<file path="src/rtl/wkup_pkg.sv">
package wkup_pkg;
  typedef enum logic [1:0] {
    REG_EN   = 2'd0,
    REG_POL  = 2'd1,
    REG_PEND = 2'd2,
    REG_RSVD = 2'd3
  } wk_reg_e;

  localparam int ADDR_W = 2;
endpackage

</file>
<file path="src/rtl/wkup_sync.sv">
module wkup_sync #(
  parameter int WIDTH  = 8,
  parameter int STAGES = 2
) (
  input  logic             clk,
  input  logic             rst_n,
  input  logic [WIDTH-1:0] d_i,
  output logic [WIDTH-1:0] q_o
);
  logic [STAGES-1:0][WIDTH-1:0] stg_q;
  logic [STAGES-1:0][WIDTH-1:0] stg_d;

  always_comb begin
    stg_d[0] = d_i;
    for (int s = 1; s < STAGES; s++) stg_d[s] = stg_q[s-1];
  end

  always_ff @(posedge clk or negedge rst_n) begin
    if (!rst_n) stg_q <= '0;
    else        stg_q <= stg_d;
  end

  assign q_o = stg_q[STAGES-1];
endmodule

</file>
<file path="src/rtl/wkup_edge.sv">
module wkup_edge #(
  parameter int WIDTH = 8
) (
  input  logic             clk,
  input  logic             rst_n,
  input  logic [WIDTH-1:0] lvl_i,
  input  logic [WIDTH-1:0] pol_i,
  output logic [WIDTH-1:0] edge_o
);
  for (genvar g = 0; g < WIDTH; g++) begin : g_pin
    logic norm;
    logic norm_q;

    // polarity folded in before the history flop
    assign norm = lvl_i[g] ^ pol_i[g];

    always_ff @(posedge clk or negedge rst_n) begin
      if (!rst_n) norm_q <= 1'b0;
      else        norm_q <= norm;
    end

    assign edge_o[g] = norm & ~norm_q;
  end
endmodule

</file>
<file path="src/rtl/wkup_regs.sv">
module wkup_regs
  import wkup_pkg::*;
#(
  parameter int WIDTH = 8
) (
  input  logic              clk,
  input  logic              rst_n,
  input  logic [ADDR_W-1:0] bus_addr,
  input  logic              bus_wr,
  input  logic [WIDTH-1:0]  bus_wdata,
  input  logic [WIDTH-1:0]  set_vec,
  output logic [WIDTH-1:0]  en_q,
  output logic [WIDTH-1:0]  pol_q,
  output logic [WIDTH-1:0]  pend_q,
  output logic [WIDTH-1:0]  rdata
);
  logic             wr_en;
  logic             wr_pol;
  logic             wr_pend;
  logic [WIDTH-1:0] en_d;
  logic [WIDTH-1:0] pol_d;
  logic [WIDTH-1:0] pend_d;
  wk_reg_e          sel;

  assign sel     = wk_reg_e'(bus_addr);
  assign wr_en   = bus_wr && (sel == REG_EN);
  assign wr_pol  = bus_wr && (sel == REG_POL);
  assign wr_pend = bus_wr && (sel == REG_PEND);

  always_comb begin
    en_d   = wr_en  ? bus_wdata : en_q;
    pol_d  = wr_pol ? bus_wdata : pol_q;
    pend_d = wr_pend ? (pend_q & bus_wdata) : pend_q;
    pend_d = pend_d | set_vec;
  end

  always_ff @(posedge clk or negedge rst_n) begin
    if (!rst_n) begin
      en_q  <= '0;
      pol_q <= '0;
    end else begin
      en_q  <= en_d;
      pol_q <= pol_d;
    end
  end

  // pending flags carry no reset by design
  always_ff @(posedge clk) begin
    pend_q <= pend_d;
  end

  always_comb begin
    unique case (sel)
      REG_EN:   rdata = en_q;
      REG_POL:  rdata = pol_q;
      REG_PEND: rdata = pend_q;
      default:  rdata = '0;
    endcase
  end
endmodule

</file>
<file path="src/rtl/wkup_detect.sv">
module wkup_detect
  import wkup_pkg::*;
#(
  parameter int NPINS       = 8,
  parameter int SYNC_STAGES = 2
) (
  input  logic              clk,
  input  logic              rst_n,
  input  logic [NPINS-1:0]  pin_i,
  input  logic [ADDR_W-1:0] bus_addr,
  input  logic              bus_wr,
  input  logic [NPINS-1:0]  bus_wdata,
  output logic [NPINS-1:0]  bus_rdata,
  input  logic              glob_int_en,
  output logic              wake_o,
  output logic              irq_o
);
  logic [1:0]       rst_pipe;
  logic             rst_int_n;
  logic [NPINS-1:0] pin_sync;
  logic [NPINS-1:0] edge_vec;
  logic [NPINS-1:0] set_vec;
  logic [NPINS-1:0] en_q;
  logic [NPINS-1:0] pol_q;
  logic [NPINS-1:0] pend_q;

  // asynchronous assertion, synchronous release
  always_ff @(posedge clk or negedge rst_n) begin
    if (!rst_n) rst_pipe <= 2'b00;
    else        rst_pipe <= {rst_pipe[0], 1'b1};
  end
  assign rst_int_n = rst_pipe[1];

  wkup_sync #(.WIDTH(NPINS), .STAGES(SYNC_STAGES)) u_sync (
    .clk   (clk),
    .rst_n (rst_int_n),
    .d_i   (pin_i),
    .q_o   (pin_sync)
  );

  wkup_edge #(.WIDTH(NPINS)) u_edge (
    .clk    (clk),
    .rst_n  (rst_int_n),
    .lvl_i  (pin_sync),
    .pol_i  (pol_q),
    .edge_o (edge_vec)
  );

  assign set_vec = edge_vec & en_q;

  wkup_regs #(.WIDTH(NPINS)) u_regs (
    .clk       (clk),
    .rst_n     (rst_int_n),
    .bus_addr  (bus_addr),
    .bus_wr    (bus_wr),
    .bus_wdata (bus_wdata),
    .set_vec   (set_vec),
    .en_q      (en_q),
    .pol_q     (pol_q),
    .pend_q    (pend_q),
    .rdata     (bus_rdata)
  );

  assign wake_o = |(pend_q & en_q);
  assign irq_o  = wake_o & glob_int_en;
endmodule

</file>
<file path="config.mk">
export PLATFORM = sky130hd
export DESIGN_NAME = wkup_detect
export DESIGN_NICKNAME = d
export VERILOG_FILES = /design/src/rtl/wkup_pkg.sv /design/src/rtl/wkup_sync.sv /design/src/rtl/wkup_edge.sv /design/src/rtl/wkup_regs.sv /design/src/rtl/wkup_detect.sv
export SDC_FILE = /design/constraint.sdc
export NUM_CORES = 1
export LEC_CHECK = 0
export CAP_MARGIN = 5
export CORE_MARGIN = 1
export CORE_UTILIZATION = 50
export CTS_CLUSTER_SIZE = 12
export DETAILED_ROUTE_END_ITERATION = 12
export DONT_BUFFER_PORTS = 1
export GPL_TIMING_DRIVEN = 0
export SLEW_MARGIN = 30
export SYNTH_ARGS = -nofsm -noshare
export SYNTH_HDL_FRONTEND = slang
export SYNTH_SLANG_ARGS = --single-unit
</file>
<file path="constraint.sdc">
create_clock -name clk -period 2.6 [get_ports clk]
set_input_delay 0.39 -clock clk [delete_from_list [all_inputs] [get_ports clk]]
set_output_delay 0.39 -clock clk [all_outputs]
set_load 0.005 [all_outputs]
</file>
* After elaboration in Yosys (flattened, before gate mapping) *
Cells that the tools add are included.

cells by class
  equal/unequal tests = 2
  muxes and demuxes = 2
  bitwise operators = 29
  reductions and logical operators = 5

operators with widths
  cell                  number
  $and A8 B8 Y8         3
  $pmux W8 S3           1
  $and A1 B1 Y1         9
  $mux W8               1
  $not A1 Y1            8
  $or A8 B8 Y8          1
  $reduce_or A8 Y1      1
  $xor A1 B1 Y1         8
  $logic_and A1 B1 Y1   3
  $eq A2 B1 Y1 const B  1
  $eq A2 B2 Y1 const B  1
  $logic_not A2 Y1      1

storage, ports and cells
  flip-flop bits (word level) = 50
  output and inout bits = 10

* Depth between registers and ports, before layout *
  depth in word-level cells = 4
  depth in mapped cells = 4

* Hierarchy *
A second synthesis with hierarchy kept.

unflattened totals
  cell total of the unflattened synthesis = 146
  area, all modules = 1994.4 µm²

modules (own cells, without submodules)
  module       times used  cells an instance  area each (µm²)  sequential area each (µm²)
  wkup_regs    1           88                 1073.5           560.5
  wkup_sync    1           16                 400.4            400.4
  wkup_edge    1           24                 340.3            200.2
  wkup_detect  1           18                 180.2            50.0

* Worst setup path after synthesis *
No wires, ideal clock.

  path kind = reg-to-output
  from = reg u_regs.en_q[1]
  to = out irq_o
  arrival time = 0.979 ns
  data required time = 2.210 ns
  slack = 1.231 ns
  cell stages (with the launch flop) = 4
  path buffers = 0
  path through = dfrtp_1 -> a22o_1 -> a221oi_1 -> a31oi_1

between the ends
  longest elaborated chain between the ends = 3

RTL lines
  element                   line               RTL
  start: declaration        wkup_regs.sv:12    output logic [WIDTH-1:0] en_q,
  start signal: assignment  wkup_regs.sv:42    en_q <= en_d;
  $and A8 B8 Y8             wkup_detect.sv:64  assign wake_o = |(pend_q & en_q);
  $reduce_or A8 Y1          wkup_detect.sv:64
  $and A1 B1 Y1             wkup_detect.sv:65  assign irq_o = wake_o & glob_int_en;
  end: declaration          wkup_detect.sv:16  output logic irq_o

No other way between the ends.

* Final worst setup path *
Ends and elaborated chain as after synthesis.

==> impl_metrics.csv <==
group,metric,value,unit
sta,report.final.hold_viol_count,0,
die,core,0.00344,sq mm
worst_setup_path,r2r_cells,3,
sta,skew,0.00442,ns
run_status,run_status,"completed",
logic_synthesis,yosys-top-cells-area,"dfrtp_1 56%, mux2_2 9.7%, dfxtp_1 8.6%",
place,globalplace.congestion,0.733,
final_layout,multi_input_area,631,sq um
power,p_sw,0.000434,W
worst_setup_path,regToRegStartpoint,"u_regs.pol_q[3]",
clock_tree,cts_buffer_depth,2,
grt,grt-ovfl-total,0,
sta,slew_violations,0,
sta,post-route-period-util,68.7,%
power,leakage,0.884,nW
sta,rsz0062_at_grt,"false",
worst_setup_path,cp.arrival,1.40,ns
sta,fmax,560,MHz
final_layout,layout.nets,168,
die,pin_count,32,
hold_path,hold_path_class,"input port to flip-flop",
logic_synthesis,yosysMostFrequentCell,"dfrtp_1",
logic_synthesis,syn-instance-count,137,
grt,antenna_found_initial,0,
final_layout,regArea,0.00121,sq mm
clock_tree,cts_tree,"built",
clock_tree,clkTransAtPathRegs,0.08,ns
final_layout,antenna_cells,0,
grt,grt_pass1_wl,5330,um
clock_tree,clk_latency,0.29,ns
power,powerDensity,821,mW/mm^2
logic_synthesis,synth_top_flop_cell,"dfrtp_1",
worst_setup_path,r2r_end,"u_regs.pend_q[3]",
logic_synthesis,synth_top_area_share,56.5,%
routing,drtAntennaViolNets,0,
logic_synthesis,synth_fp_nets,159,
logic_synthesis,netlist_area,0.00186,sq mm
clock_tree,cts-buffers-inserted,5,
routing,wire_per_inst,16.9,um
final_layout,n_fill_cell,302,
power,combPwrFrac,15.2,%
worst_setup_path,startpoint_type,"flip-flop",
sta,period_minus_slack,1.79,ns
die,num_rows,21,
worst_setup_path,cp_max_fo,4,
routing,avgViaCountPerCell,5.45,
place,pre_cts_ws,1.09,ns
worst_setup_path,crit_buf_inv,0,
worst_setup_path,r2r_slack,1.74,ns
routing,drcViolationCount,0,
worst_setup_path,slowest_delay,0.41,ns
routing,drt_iter0_markers,50,
power,seqPwrFrac,60.9,%
logic_synthesis,synth-seq-area-share,65.1,%
power,ir_worst_vdd,0.459,mV
sta,layout_setup_ws,0.814,ns
sta,setup_viol,0,
place,port_buffers,0,
grt,grt_max_degree,25,
grt,grt_pass1_vias,1122,
sta,tightest_slew,0.532,ns
worst_setup_path,cp.required,2.21,ns
logic_synthesis,synth_seq_cells,50,
worst_setup_path,cp-endpoint,"irq_o",
sta,setup_tns,0,ns
logic_synthesis,synth_area_leader_cell,"dfrtp_1",
routing,routed_wl,3240,um
worst_setup_path,end_kind,"output pin",
die,initial_core_util,54.1,%
logic_synthesis,synth_common_cells,"42 x dfrtp_1, 16 x mux2_2, 16 x nand2_1, 16 x o21ai_0, 9 x nand3b_1",
die,die_h,63.0,um
job,drv_cap,0,
worst_setup_path,startpoint,"u_regs.en_q[1]",
clock_tree,clkSinkCount,50,
final_layout,drive_gt1_share,18.5,%
final_layout,utilization,59.1,%
power,netSwitchingFraction,26.0,%
worst_setup_path,crit_family,"compound AO/OA/AOI/OAI gates",
clock_tree,cts_root_buf,"clkbuf_8",
logic_synthesis,synth_edf_count,0,
logic_synthesis,synth-async-reset-ratio,84.0,%
clock_tree,htreeDepth,2,
worst_setup_path,cp_cell_sequence,"a22o_1 -> a221oi_1 -> a31oi_1",
place,post-dp-hpwl,2270,um
die,dieArea,0.00397,sq mm
worst_setup_path,worst-setup-path-type,"flip-flop to output pin",
routing,dr_total_vias,1047,
logic_synthesis,synth.avg_cell_area,13.6,sq um
worst_setup_path,path_depth,3,
power,p_clk_share,23.8,%
power,p_int,0.00124,W
grt,grt_usage,18.3,%
logic_synthesis,ys_types,21,
die,die_x,63.0,um
logic_synthesis,yosys_warnings,0,
routing,dr.pass1.iters,4,
worst_setup_path,critPathSlowestCell,"dfrtp_1",
final_layout,syn_to_final_growth,9.27,%
sta,slew_headroom,64.5,%
[state kept, by name (all words and copies together) (netlist names)]
name and count:
u_edge.g_pin.norm_q 8, u_regs.en_q 8, u_regs.pend_q 8, u_regs.pol_q 8, u_sync.q_o 8, u_sync.stg_d 8, rst_pipe 2
[cell type report]
class	count	area share, %
clock buffers	7	3.75
flip-flops and latches	50	59.6
plain buffers	3	0.800
inverters	1	0.185
well taps	46	2.83
repair buffers	2	1.85
multi-input cells	83	31.0
[power by group through the flow]
| stage | combinational (W) | sequential [W] | clock (W) |
|---|---|---|---|
| 2_1_floorplan | 0.000200 | 0.00101 | 0 |
| 3_3_place_gp | 0.000233 | 0.00103 | 0 |
| 3_5_place_dp | 0.000255 | 0.00103 | 0 |
| 4_1_cts | 0.000257 | 0.00102 | 0.000422 |
| 5_1_grt | 0.000289 | 0.00104 | 0.000455 |
| 6_report | 0.000254 | 0.00102 | 0.000398 |
[layer usage]
metal	GRT usage (%)	part of all wire (%)	vias up
met2	30.2	48	32
li1	-	-	487
met1	22.2	46	526
met3	6.93	5.4	2
met5	0	0	-
met4	5.23	0.25	0
[worst register-to-register path: stages (launching register included)]
cell and delay (ns):
dfrtp_1 0.42, xor2_1 0.19, nand3b_1 0.09, nand2_1 0.05
[cells in the final DEF, fill, tap and decap left out, drive strengths merged]
cell type	instances
dfrtp	42
nand2	16
o21ai	16
mux2	16
nand3b	10
mux2i	8
xor2	8
dfxtp	8
clkbuf	8
buf	3
a22oi	2
nor2b	1
a22o	1
a221oi	1
nand3	1
inv	1
a31oi	1
nor3b	1
dlygate4sd3	1
conb	1
[worst min-delay path by stage]
stage,start,end,slack (ns),depth (start not counted)
floorplan,rst_n,rst_pipe[0],0.09,0
global placement,rst_n,rst_pipe[0],0.09,0
detailed placement,rst_n,rst_pipe[0],0.09,0
CTS,pin_i[5],u_sync.stg_d[13],0.11,0
global route,pin_i[4],u_sync.stg_d[12],0.09,0
finish,pin_i[6],u_sync.stg_d[14],0.12,0
[metrics by stage]
| step | total power (W) | std cells | hold WS (ns) | instance area [sq um] |
|---|---|---|---|---|
| 2_1_floorplan | 0.00121 | 137 | 0.0944 | 1860 |
| 3_3_place_gp | 0.00126 | 183 | 0.0945 | 1920 |
| 3_5_place_dp | 0.00129 | 184 | 0.0945 | 1950 |
| 4_1_cts | 0.00170 | 192 | 0.111 | 2030 |
| 5_1_grt | 0.00178 | 192 | 0.0941 | 2030 |
| 6_report | 0.00167 | 192 | 0.122 | 2030 |
[cells by family (layout without fill, tap and decap cells)]
group | Yosys count | count (layout) | synth area share (%)
buf+inv | 4 | 13 | 1.07
xor+xnor | 8 | 8 | 3.76
other cells | 1 | 1 | 0.201
simple gates | 29 | 29 | 9.54
flops | 50 | 50 | 65.1
compound gates | 21 | 21 | 6.38
mux | 24 | 24 | 14.0
[timing repair]
| item | 4_1_cts | 5_1_grt |
|---|---|---|
| resized for setup | 0 | 0 |
| setup buffers | 0 | 0 |
| endpoints found under the hold margin | 2 | 0 |
| hold buffers | 1 | 0 |
Note: power is estimated with default switching activity, not from simulation.
